## src/rtl/chan_alloc_arb.sv

```systemverilog
module chan_alloc_arb #(
  parameter int NUM_REQ = 8,
  parameter int NUM_CH  = 4,
  localparam int IDW = (NUM_REQ > 1) ? $clog2(NUM_REQ) : 1,
  localparam int CHW = (NUM_CH > 1) ? $clog2(NUM_CH) : 1
) (
  input  logic                        clk,
  input  logic                        rst_n,
  input  logic                        cmd_valid,
  input  logic [1:0]                  cmd_op,
  input  logic [IDW-1:0]              cmd_id,
  input  logic [NUM_REQ-1:0]          is_copy,
  input  logic                        sel_mode,
  input  logic [NUM_REQ*NUM_CH*4-1:0] route_map,
  output logic                        grant_valid,
  output logic [IDW-1:0]              grant_id,
  output logic [CHW-1:0]              grant_ch,
  output logic [2:0]                  grant_src,
  output logic [NUM_CH-1:0]           ch_busy,
  output logic [NUM_CH*IDW-1:0]       ch_owner,
  output logic [NUM_REQ*2-1:0]        req_state,
  output logic                        err
);
  localparam logic [1:0] S_IDLE = 2'd0, S_RUN = 2'd1, S_WAIT = 2'd2;
  localparam logic [1:0] OP_REQ = 2'd0, OP_REL = 2'd1, OP_KILL = 2'd2;

  logic [1:0]        st    [NUM_REQ];
  logic [IDW-1:0]    owner [NUM_CH];
  logic [NUM_CH-1:0] perm  [NUM_REQ];

  for (genvar r = 0; r < NUM_REQ; r++) begin : g_req
    for (genvar c = 0; c < NUM_CH; c++) begin : g_ch
      assign perm[r][c] = is_copy[r] | sel_mode | route_map[(r*NUM_CH+c)*4+3];
    end
    assign req_state[r*2 +: 2] = st[r];
  end
  for (genvar c = 0; c < NUM_CH; c++) begin : g_own
    assign ch_owner[c*IDW +: IDW] = owner[c];
  end

  logic           free_hit, copy_hit, per_hit;
  logic [CHW-1:0] free_ch, own_ch;
  logic [IDW-1:0] copy_id, per_id;
  logic [1:0]     cur_st;

  assign cur_st = st[cmd_id];

  always_comb begin
    free_hit = 1'b0;
    free_ch  = '0;
    own_ch   = '0;
    for (int c = NUM_CH - 1; c >= 0; c--) begin
      if (!ch_busy[c] && perm[cmd_id][c]) begin
        free_hit = 1'b1;
        free_ch  = CHW'(c);
      end
      if (ch_busy[c] && owner[c] == cmd_id) own_ch = CHW'(c);
    end
  end

  always_comb begin
    copy_hit = 1'b0;
    copy_id  = '0;
    per_hit  = 1'b0;
    per_id   = '0;
    for (int r = NUM_REQ - 1; r >= 0; r--) begin
      if (st[r] == S_WAIT && is_copy[r]) begin
        copy_hit = 1'b1;
        copy_id  = IDW'(r);
      end
      if (st[r] == S_WAIT && !is_copy[r] && perm[r][own_ch]) begin
        per_hit = 1'b1;
        per_id  = IDW'(r);
      end
    end
  end

  function automatic logic [2:0] src_of(input logic [IDW-1:0] id, input logic [CHW-1:0] ch);
    return route_map[(int'(id)*NUM_CH + int'(ch))*4 +: 3];
  endfunction

  always_ff @(posedge clk) begin
    if (!rst_n) begin
      for (int r = 0; r < NUM_REQ; r++) st[r] <= S_IDLE;
      for (int c = 0; c < NUM_CH; c++) owner[c] <= '0;
      ch_busy     <= '0;
      grant_valid <= 1'b0;
      grant_id    <= '0;
      grant_ch    <= '0;
      grant_src   <= '0;
      err         <= 1'b0;
    end else begin
      grant_valid <= 1'b0;
      err         <= 1'b0;
      if (cmd_valid) begin
        if (cmd_op == OP_REQ) begin
          if (cur_st == S_IDLE) begin
            if (free_hit) begin
              ch_busy[free_ch] <= 1'b1;
              owner[free_ch]   <= cmd_id;
              st[cmd_id]       <= S_RUN;
              grant_valid      <= 1'b1;
              grant_id         <= cmd_id;
              grant_ch         <= free_ch;
              grant_src        <= src_of(cmd_id, free_ch);
            end else begin
              st[cmd_id] <= S_WAIT;
            end
          end
        end else if (cmd_op == OP_REL || cmd_op == OP_KILL) begin
          if (cur_st == S_RUN) begin
            st[cmd_id] <= S_IDLE;
            if (copy_hit || per_hit) begin
              owner[own_ch] <= copy_hit ? copy_id : per_id;
              st[copy_hit ? copy_id : per_id] <= S_RUN;
              grant_valid   <= 1'b1;
              grant_id      <= copy_hit ? copy_id : per_id;
              grant_ch      <= own_ch;
              grant_src     <= src_of(copy_hit ? copy_id : per_id, own_ch);
            end else begin
              ch_busy[own_ch] <= 1'b0;
            end
          end else if (cmd_op == OP_KILL && cur_st == S_WAIT) begin
            st[cmd_id] <= S_IDLE;
          end else begin
            err <= 1'b1;
          end
        end
      end
    end
  end
endmodule

```

## config.mk

```make
export PLATFORM = sky130hd
export DESIGN_NAME = chan_alloc_arb
export DESIGN_NICKNAME = d
export VERILOG_FILES = /design/src/rtl/chan_alloc_arb.sv
export SDC_FILE = /design/constraint.sdc
export NUM_CORES = 1
export LEC_CHECK = 0
export CAP_MARGIN = 25
export CORE_UTILIZATION = 25
export DETAILED_ROUTE_END_ITERATION = 10
export GPL_TIMING_DRIVEN = 0
export PLACE_DENSITY = 0.48
export SLEW_MARGIN = 20
export SYNTH_ARGS = -nofsm -noshare
export SYNTH_HDL_FRONTEND = slang
export SYNTH_SLANG_ARGS = --single-unit
```

## constraint.sdc

```tcl
create_clock -name clk -period 6 [get_ports clk]
set_input_delay 1.2 -clock clk [delete_from_list [all_inputs] [get_ports clk]]
set_output_delay 1.2 -clock clk [all_outputs]
set_load 0.005 [all_outputs]
```

### Word-level counts from Yosys, hierarchy flattened

Memory sizes are Yosys's and may differ from the RTL's.
Cells that the tools add are included.

* add/sub/neg operators: 2
* multiply operators: 0
* div/mod/pow operators: 0
* order comparisons: 5
* equality and inequality tests: 19
* shift operators: 2
* muxes and demuxes: 142
* bitwise gates (word level): 50
* reductions and logical operators: 62

Operators with widths (number)
* $shiftx 128x9->3: 2
* $mux 3: 33
* $mux 1: 69
* $or 1x1->1: 43
* $mux 2: 21
* $logic_and 1x1->1: 35
* $mux 4: 8
* $eq 2x2->1 const B: 10
* $bmux 1 s2: 8
* $add 5x2->6: 2
* $bmux 4 s3: 1
* $eq 3x3->1: 4
* $logic_not 1->1: 12
* $reduce_and 6->1: 2
* $lt 2x3->1 const B: 2
* $reduce_bool 2->1: 3
* $reduce_or 3->1: 2
* $reduce_or 5->1: 1
* $and 4x4->4: 1
* $demux 1 s2: 2
* $eq 2x1->1 const B: 2
* $ge 2x1->1 const B: 2
* $ge 4x4->1 const B: 1
* $logic_not 2->1: 2
* other kinds (9): 14

* register bits: 14
* bits in latches: 0
* memory bits (writable): 28
* memory bits (read-only): 0
* input bits: 145
* output and inout bits: 42
* memories kept: 2

Memories
* st: words 8, bits a word 2, read ports 9, clocked after memory_dff 0, wr ports 8, line 27 `logic [1:0] st [NUM_REQ];`
* owner: words 4, bits a word 3, read ports 4, clocked after memory_dff 0, wr ports 4, line 28 `logic [IDW-1:0] owner [NUM_CH];`

### Depth between registers and ports, before layout

Gate-level depths: netlist of the first run.

* depth in word-level cells: 27
* mapped depth: 17

### Least setup slack after synthesis of the first run

OpenSTA, ideal clock, no wires.

* path type: input -> register
* start: input cmd_id[2]
* end: memory owner[2][0] (netlist name), enable pin
* setup time: 0.302 ns
* arrival: 3.911 ns
* required time: 5.698 ns
* path slack: 1.786 ns
* stages: 13
* path buffers: 3
* path through: buf_6 buf_12 buf_6 xnor2_2 nand4_1 nor4_2 a211oi_1 a32oi_1 nand3b_1 o21ai_2 o21ai_0 or3b_1 nand2_1

RTL lines
* start, declared: line 11 `input logic [IDW-1:0] cmd_id,`
* end, declared: line 28

### Worst setup path after layout of the first run

* start: input cmd_id[0]
* end: register grant_src[1]

* longest elaborated chain between the ends: 24
* elaborated cells on any way between the ends: 88
* those cells by class: 2 x add/sub; 7 x eq/ne; 2 x shift; 54 x mux; 1 x bitwise; 21 x reduce/logical; 1 x memory

Ends and longest elaborated chain
* $eq 3x3->1: line 57 `if (ch_busy[c] && owner[c] == cmd_id) own_ch = CHW'(c);`
* $logic_and 1x1->1: line 57
* $mux 2 (4 in a row): line 57
* $bmux 1 s2: line 71 `if (st[r] == S_WAIT && !is_copy[r] && perm[r][own_ch]) begin`
* $mux 1 (not written as such): line 71
* $logic_and 1x1->1: line 71
* $mux 3 (8 in a row): line 71
* $mux 3: line 119 `grant_src <= src_of(copy_hit ? copy_id : per_id, own_ch);`
* $add 5x2->6: line 79 `return route_map[(int'(id)*NUM_CH + int'(ch))*4 +: 3];`
* $shiftx 128x9->3: line 79
* $mux 3: line 113 `if (copy_hit || per_hit) begin`
* $mux 3: line 111 `if (cur_st == S_RUN) begin`
* $mux 3: line 110 `end else if (cmd_op == OP_REL || cmd_op == OP_KILL) begin`
* $mux 3: line 96 `if (cmd_op == OP_REQ) begin`
* end signal, assigned: line 105 `grant_src <= src_of(cmd_id, free_ch);`
* end signal, assigned: line 119
* end, declared: line 18 `output logic [2:0] grant_src,`

Several ways; a longest one is shown, not always the timed one. The select of a mux whose other input is x is not followed.
A chain may end at the register's enable or synchronous reset.

==> results of run 1 <==
[placed cells by master, fill, tap and decap left out, types with 5 or more instances in the layout]
master           synthesis  routed
nor3b_1                  7       7
nand2_1                 62      62
nand3_1                 13      13
o211ai_1                 6       6
o22ai_1                  5       5
o22a_1                   5       5
clkbuf_16                0       5
buf_6                    5       5
and2_1                   8       8
a31oi_1                  8       8
dfxtp_1                 30      30
a211o_1                  5       5
inv_1                   14      14
nor3_1                  25      25
and3b_1                  5       5
buf_2                   12      12
nand2b_1                15      15
nand4_1                  8       8
nor4_1                  25      25
o31ai_1                  6       6
nor2b_1                 10      10
nor2_1                  58      58
a211oi_1                 7       7
clkdlybuf4s50_1          0     181
a21oi_1                 45      45
or3_1                    6       6
xnor2_1                 11      11
a22oi_1                 14      14
edfxtp_1                12      12
mux2i_1                 20      20
nand3b_1                 6       6
a221o_1                  5       5
a221oi_1                 6       6
o21ai_0                 24      24
a32oi_1                  6       6
clkbuf_1                20      20
[registers in the layout, indices dropped and copies added (netlist names)]
signal / flops
st: 16
owner: 12
ch_busy: 4
grant_id: 3
grant_src: 3
grant_ch: 2
err: 1
grant_valid: 1
[where the power goes]
part / internal (W) / switching, W / leakage [nW] / total [W]
clock network: 0.000240 / 0.000131 / 0.0940 / 0.000371
logic: 0.000143 / 0.000122 / 1.95 / 0.000265
registers: 0.000298 / 0.00000687 / 0.362 / 0.000305
total: 0.000681 / 0.000260 / 2.41 / 0.000941
[how the worst max path moves through the flow]
| stage | start | end | slack, ns | cells past startpoint |
|---|---|---|---|---|
| 2_1_floorplan | cmd_id[2] | owner[2][0] | 1.79 | 13 |
| 3_3_place_gp | cmd_id[1] | owner[2][0] | -0.03 | 13 |
| 3_5_place_dp | cmd_id[1] | owner[2][0] | -0.04 | 13 |
| 4_1_cts | cmd_id[1] | owner[2][1] | 0.26 | 13 |
| 5_1_grt | cmd_id[0] | grant_src[1] | 0.18 | 16 |
| 6_report | cmd_id[0] | grant_src[1] | 0.39 | 16 |
[area by class of cell]
type,count,area [um^2],area share [%]
Sequential cell,42,961,14.0
Multi-Input combinational cell,502,3290,47.9
Buffer,47,269,3.91
Timing Repair Buffer,181,1810,26.4
Tap cell,229,287,4.17
Clock inverter,3,68.8,1.00
Clock buffer,5,125,1.82
Inverter,15,56.3,0.819
[metal layers]
layer	GRT usage, %	part of all wire [%]
met1	30.2	43
met2	39.3	45
met3	4.82	7.8
met4	11.2	4.3
met5	0	0
[through the flow]
stage	util, %	setup slack [ns]
2_1_floorplan	-	1.79
3_3_place_gp	37.1	-0.0271
3_5_place_dp	37.1	-0.0423
4_1_cts	38.2	0.258
5_1_grt	38.3	0.182
6_report	38.3	0.389
[worst register-to-register path: stages, from the launching register on]
cell and delay, ns:
edfxtp_1 0.43, xnor2_1 0.17, and4_1 0.22, clkbuf_1 0.19
clkbuf_1 0.31, nor4_1 0.37, o21ai_0 0.18, a32oi_1 0.38
nand3b_1 0.27, o21ai_2 0.40, o21ai_0 0.28, or3b_1 0.47
nand2_1 0.15
[timing repair]
| item | 4_1_cts | 5_1_grt |
|---|---|---|
| endpoints found under the setup margin | 0 | 3 |
| setup buffers | 0 | 0 |
| resized for setup | 0 | 1 |
[logic make-up after synthesis]
group,count (synthesis)
mux,23
xor+xnor,12
fa+ha+maj,3
compound gates,183
simple gates,281
buf+inv,62
flops,42
==> impl_metrics.py, run 1 <==
metrics = {
    "status": {
        "status": "complete, no violations",
    },
    "flow_run": {
        "drv_cap": 0,
    },
    "timing": {
        "slew_viol_final": 0,
        "setup_viol": 0,
        "slew-limit-headroom_pct": 38.5,
        "skew_ns": 0.00544,
        "fin_hold_ws_ns": 0.469,
        "clock.fmax_mhz": 178,
        "rsz0062_at_grt": "false",
        "worst_pin_slew_ns": 0.900,
        "period_minus_slack_ns": 5.61,
        "period_share_pct": 93.5,
        "fin_tns_setup_ns": 0,
        "finalHoldViolations": 0,
    },
    "finish": {
        "layout-drive-gt1-share_pct": 6.92,
        "antenna_cells": 0,
        "fill_cells": 1880,
        "instances_no_fill": 1024,
        "fin_area_um2": 6870,
        "nNetsFinal": 942,
        "synthToLayoutAreaGrowth_pct": 50.3,
    },
    "synthesis": {
        "synth_edf_count": 12,
        "ys_ff_latch": 42,
        "synth_mux_area_share_pct": 5.69,
        "yosysUniqueCellTypes": 87,
        "yosys.area.top_type": "dfxtp_1",
        "synthAdderAreaFrac_pct": 0.821,
        "synth_ff_type": "dfxtp_1",
        "synth_compound_area_share_pct": 29.5,
        "yosys.area_share.simple_pct": 33.3,
        "synthArstFlopShare_pct": 0,
        "synth_top_family_by_area": "simple AND/OR/NAND/NOR gates",
        "syn-num-nets": 754,
        "syn_avg_cell_area_um2": 7.54,
        "yosysTopAreaCellShare_pct": 13.1,
        "yosys-top-cells-count": "nand2_1 (62), nor2_1 (58), a21oi_1 (45), dfxtp_1 (30)",
        "ys_seq_area_share_pct": 21.0,
        "syn-cell-area_um2": 4570,
        "syn_inst": 606,
        "yosys_warnings": 0,
        "yosysMostFrequentCell": "nand2_1",
        "synth-xor-area-share_pct": 2.46,
        "synth_area_leaders": "dfxtp_1 (13%), edfxtp_1 (7.9%), nand2_1 (5.1%)",
    },
    "floorplan": {
        "die_area_um2": 18800,
        "rows": 49,
        "die_w_um": 137,
        "initial_core_util_pct": 25.4,
        "die_height_um": 137,
        "coreArea_um2": 18000,
        "num_io_pins": 187,
    },
    "worst_setup_path": {
        "required_ns": 6.23,
        "reg2reg_slack_ns": 1.88,
        "max_stage_delay_ns": 0.73,
        "end_kind": "flop",
        "crit_chain": "clkdlybuf4s50_1 > buf_4 > buf_2 > nor3_1 > o211a_1 > nor3_1 > nor4b_1 > a2111oi_4 > a21oi_2 > buf_2 > buf_1 > nand2_1 > nand3_1 > a31oi_1 > o22a_1 > o211ai_1",
        "crit_slowest_cell": "nor4b_1",
        "rr_worst_depth": 12,
        "cp_num_buf_inv": 5,
        "arrival_ns": 5.84,
        "cp_max_fo": 10,
        "r2r_start": "owner[1][1]",
        "worstSetupPathType": "input pin to flop",
        "critical-path-top-delay-family": "buffers and inverters",
        "cp-start-kind": "input pin",
        "timing.rr.end": "owner[2][1]",
    },
    "clocking": {
        "cts_tree": "yes",
        "cts-root-buf": "clkbuf_16",
        "cts_sinks": 42,
        "path_clk_slew_ns": 0.07,
        "clk_path_buf_depth": 2,
        "clock_latency_ns": 0.30,
        "htreeDepth": 2,
        "holdBufCountCts": 0,
        "cts_buffers": 5,
    },
    "grt": {
        "grt_use_total_pct": 24.0,
        "grt_pass1_vias": 5568,
        "grt_first_pass_wirelength_um": 33400,
        "antenna_found_initial": 0,
        "grt.overflow.total": 0,
        "grt_max_degree": 15,
    },
    "routing": {
        "vias": 5819,
        "ant_nets": 0,
        "dr.pass1.iters": 5,
        "drt_iter0_drc": 438,
        "wl_per_cell_um": 22.3,
        "drt_drc_violations_left": 0,
        "totalWireLength_um": 22800,
        "avgViaCountPerCell": 5.68,
    },
    "placement": {
        "dp_hpwl_um": 18600,
        "place_congestion": 0.915,
        "place.port_buffers": 181,
        "dpl_cell_area_um2": 6670,
        "place_inst": 1016,
    },
    "pwr": {
        "power.total_w": 0.000941,
        "power_density_nw_per_um2": 137,
        "irDropWorstVdd_mv": 0.0910,
        "p_leak_nw": 2.41,
    },
    "hold_path": {
        "worstHoldPathType": "flop to flop",
        "min_to": "grant_id[0]",
        "hold_depth": 2,
        "hold_start": "grant_id[0]",
    },
}
No activity file was read; power rests on OpenSTA's default activity.
==> inputs of run 2 (changes only) <==
--- a/config.mk
+++ b/config.mk
@@ -6,10 +6,12 @@
 export NUM_CORES = 1
 export LEC_CHECK = 0
 export CAP_MARGIN = 25
+export CORE_MARGIN = 3
 export CORE_UTILIZATION = 25
 export DETAILED_ROUTE_END_ITERATION = 10
 export GPL_TIMING_DRIVEN = 0
 export PLACE_DENSITY = 0.48
+export RECOVER_POWER = 100
 export SLEW_MARGIN = 20
 export SYNTH_ARGS = -nofsm -noshare
 export SYNTH_HDL_FRONTEND = slang
==> run 2 against run 1 <==
  * Non-clock buffer count unchanged
  * Sequential cell count is the same
  * Die area grew 5.9%
  * Final cell count shrank 0.39%
  * Count of clock-buffer cells in the layout unchanged
  * Setup slack got worse by 0.13 ns
  * Sequential share of layout area rose by 0.092 points
  * First-iteration DRC count up 11%
  * Critical path type unchanged
  * Largest power group is now registers
  * Highest routed layer unchanged
==> impl_metrics.py, run 2 (synthesized netlist as in run 1, its figures left out) <==
metrics = {
    "floorplan": {
        "coreArea_um2": 17600,
        "rows": 48,
        "die_height_um": 141,
        "die_area_um2": 19900,
        "die_w_um": 141,
        "num_io_pins": 187,
        "initial_core_util_pct": 26.0,
    },
    "timing": {
        "period_minus_slack_ns": 5.74,
        "clock.fmax_mhz": 174,
        "skew_ns": 0.00466,
        "setup_viol": 0,
        "worst_pin_slew_ns": 1.04,
        "finalHoldViolations": 0,
        "fin_hold_ws_ns": 0.458,
        "slew-limit-headroom_pct": 29.9,
        "rsz0062_at_grt": "false",
        "period_share_pct": 95.7,
        "slew_viol_final": 0,
    },
    "grt": {
        "antenna_found_initial": 1,
        "grt_use_met3_pct": 4.85,
        "top_usage_layer": "met2",
        "grt_pass1_vias": 5891,
        "grt.overflow.total": 0,
        "grt_max_degree": 17,
        "met2_usage_pct": 36.8,
        "met1_usage_pct": 29.7,
        "grt_use_total_pct": 22.7,
        "grt_first_pass_wirelength_um": 35000,
    },
    "finish": {
        "regMostFlops": "st",
        "mostFrequentLayoutCell": "clkdlybuf4s50_1",
        "largest_reg_flops": 16,
        "nNetsFinal": 942,
        "synthToLayoutAreaGrowth_pct": 49.4,
        "instances_no_fill": 1020,
        "reg.largest.list": "st: 16 flops, owner: 12 flops, ch_busy: 4 flops",
        "layout.cells.most_common_list": "clkdlybuf4s50_1 (137), nand2_1 (62), nor2_1 (58)",
        "layout-drive-gt1-share_pct": 6.92,
        "antenna_cells": 0,
    },
    "clocking": {
        "holdBufCountCts": 0,
        "cts_tree": "yes",
        "path_clk_slew_ns": 0.07,
        "cts_buffers": 5,
        "clk_path_buf_depth": 2,
        "ctsResizeCount": 0,
        "clock_latency_ns": 0.30,
        "cts-root-buf": "clkbuf_16",
        "htreeDepth": 2,
        "cts_setup_buffers": 0,
        "cts_sinks": 42,
    },
    "placement": {
        "place.port_buffers": 181,
        "place_congestion": 0.955,
        "place_inst": 1012,
        "dp_hpwl_um": 19200,
    },
    "worst_setup_path": {
        "max_stage_delay_ns": 0.76,
        "end_kind": "flop",
        "crit_chain": "dlygate4sd3_1 > buf_6 > buf_6 > xnor2_1 > nand4_1 > nor4_4 > a211oi_1 > a32oi_1 > nand3b_1 > o21ai_2 > o21ai_0 > or3b_1 > nand2_1",
        "crit_slowest_cell": "dlygate4sd3_1",
        "cp_common_cell": "buf_6",
        "cp_max_fo": 10,
        "required_ns": 6.01,
        "cp-start-kind": "input pin",
        "worstSetupPathType": "input pin to flop",
        "rr_worst_depth": 12,
        "arrival_ns": 5.75,
        "r2r_start": "owner[1][1]",
        "timing.rr.end": "owner[2][2]",
        "reg2reg_slack_ns": 1.75,
    },
    "routing": {
        "drt_drc_violations_left": 0,
        "avgViaCountPerCell": 5.64,
        "drt_iter0_drc": 485,
        "ant_nets": 0,
        "totalWireLength_um": 23400,
        "dr.pass1.iters": 5,
        "vias": 5757,
        "wl_per_cell_um": 23.0,
    },
    "pwr": {
        "clockPowerShare_pct": 34.2,
        "power_density_nw_per_um2": 126,
        "sequentialPowerShare_pct": 35.5,
        "power.internal_w": 0.000599,
        "p_leak_nw": 2.51,
        "combPwrFrac_pct": 30.3,
        "p_sw_w": 0.000261,
        "p_sw_share_pct": 30.3,
        "irDropWorstVdd_mv": 0.0986,
    },
    "hold_path": {
        "hold_depth": 2,
        "worstHoldPathType": "flop to flop",
        "hold_start": "grant_id[0]",
        "min_to": "grant_id[0]",
    },
    "flow_run": {
        "drv_cap": 0,
    },
    "status": {
        "status": "complete, no violations",
    },
}
[run 2: per-stage QoR]
step                      cell area [um^2]  setup slack [ns]  power [W]  TNS [ns]  utilization, %
after global routing                  6830             0.103   0.000897         0            38.8
after CTS                             6820             0.200   0.000868         0            38.7
after floorplan                       4570              1.79   0.000415         0               -
after detailed placement              6660            -0.108   0.000573    -0.325            37.9
final                                 6830             0.259   0.000859         0            38.8
after global placement                6660            -0.200   0.000573    -0.933            37.9
[run 2: worst max path at each step]
| stage | startpoint | endpoint | slack, ns | cells past startpoint |
|---|---|---|---|---|
| 2_1_floorplan | cmd_id[2] | owner[2][0] | 1.79 | 13 |
| 3_3_place_gp | cmd_id[1] | owner[2][2] | -0.20 | 13 |
| 3_5_place_dp | cmd_id[1] | owner[2][0] | -0.11 | 13 |
| 4_1_cts | cmd_id[1] | owner[2][1] | 0.20 | 13 |
| 5_1_grt | cmd_id[1] | owner[2][0] | 0.10 | 13 |
| 6_report | cmd_id[1] | owner[2][2] | 0.26 | 13 |
[run 2: cell type report]
class,count,area (um^2)
Buffer,47,269
Fill cell,1828,10800
Inverter,15,56.3
Clock inverter,3,28.8
Multi-Input combinational cell,502,3290
Sequential cell,42,961
Clock buffer,5,125
Timing Repair Buffer,181,1810
Tap cell,225,282
[run 2: critical path: cells and delay by family]
kind	cells	cell delay, ns
AND/OR/NAND/NOR	5	1.87
AO/OA/AOI/OAI	4	1.32
buffers and inverters	3	1.19
XOR/XNOR	1	0.14
[run 2: power by group through the flow]
| stage | combinational (W) | clock (W) | sequential (W) |
|---|---|---|---|
| 2_1_floorplan | 0.000105 | 0 | 0.000310 |
| 3_3_place_gp | 0.000261 | 0 | 0.000312 |
| 3_5_place_dp | 0.000260 | 0 | 0.000312 |
| 4_1_cts | 0.000262 | 0.000300 | 0.000306 |
| 5_1_grt | 0.000279 | 0.000312 | 0.000306 |
| 6_report | 0.000260 | 0.000294 | 0.000305 |
[run 2: metal layers]
layer	wire [um]	up-vias	share of wire, %
met2	10800	288	46
met4	833	0	3.6
met5	0	-	0
li1	-	2695	-
met3	1710	47	7.3
met1	10100	2727	43
==> inputs of run 3 (changes only) <==
==> constraint.sdc (replaced) <==
create_clock -name clk -period 6 [get_ports clk]
set_input_delay 1.2 -clock clk [delete_from_list [all_inputs] [get_ports clk]]
set_output_delay 1.2 -clock clk [all_outputs]
set_load 0.02 [all_outputs]
==> results of run 3 <==
Same layout as run 2 (identical final DEF). Status: complete, no violations.
Main changes from that run: total power 0.000859 W -> 0.000867 W; worst IR drop on VDD 0.0986 mV -> 0.0988 mV
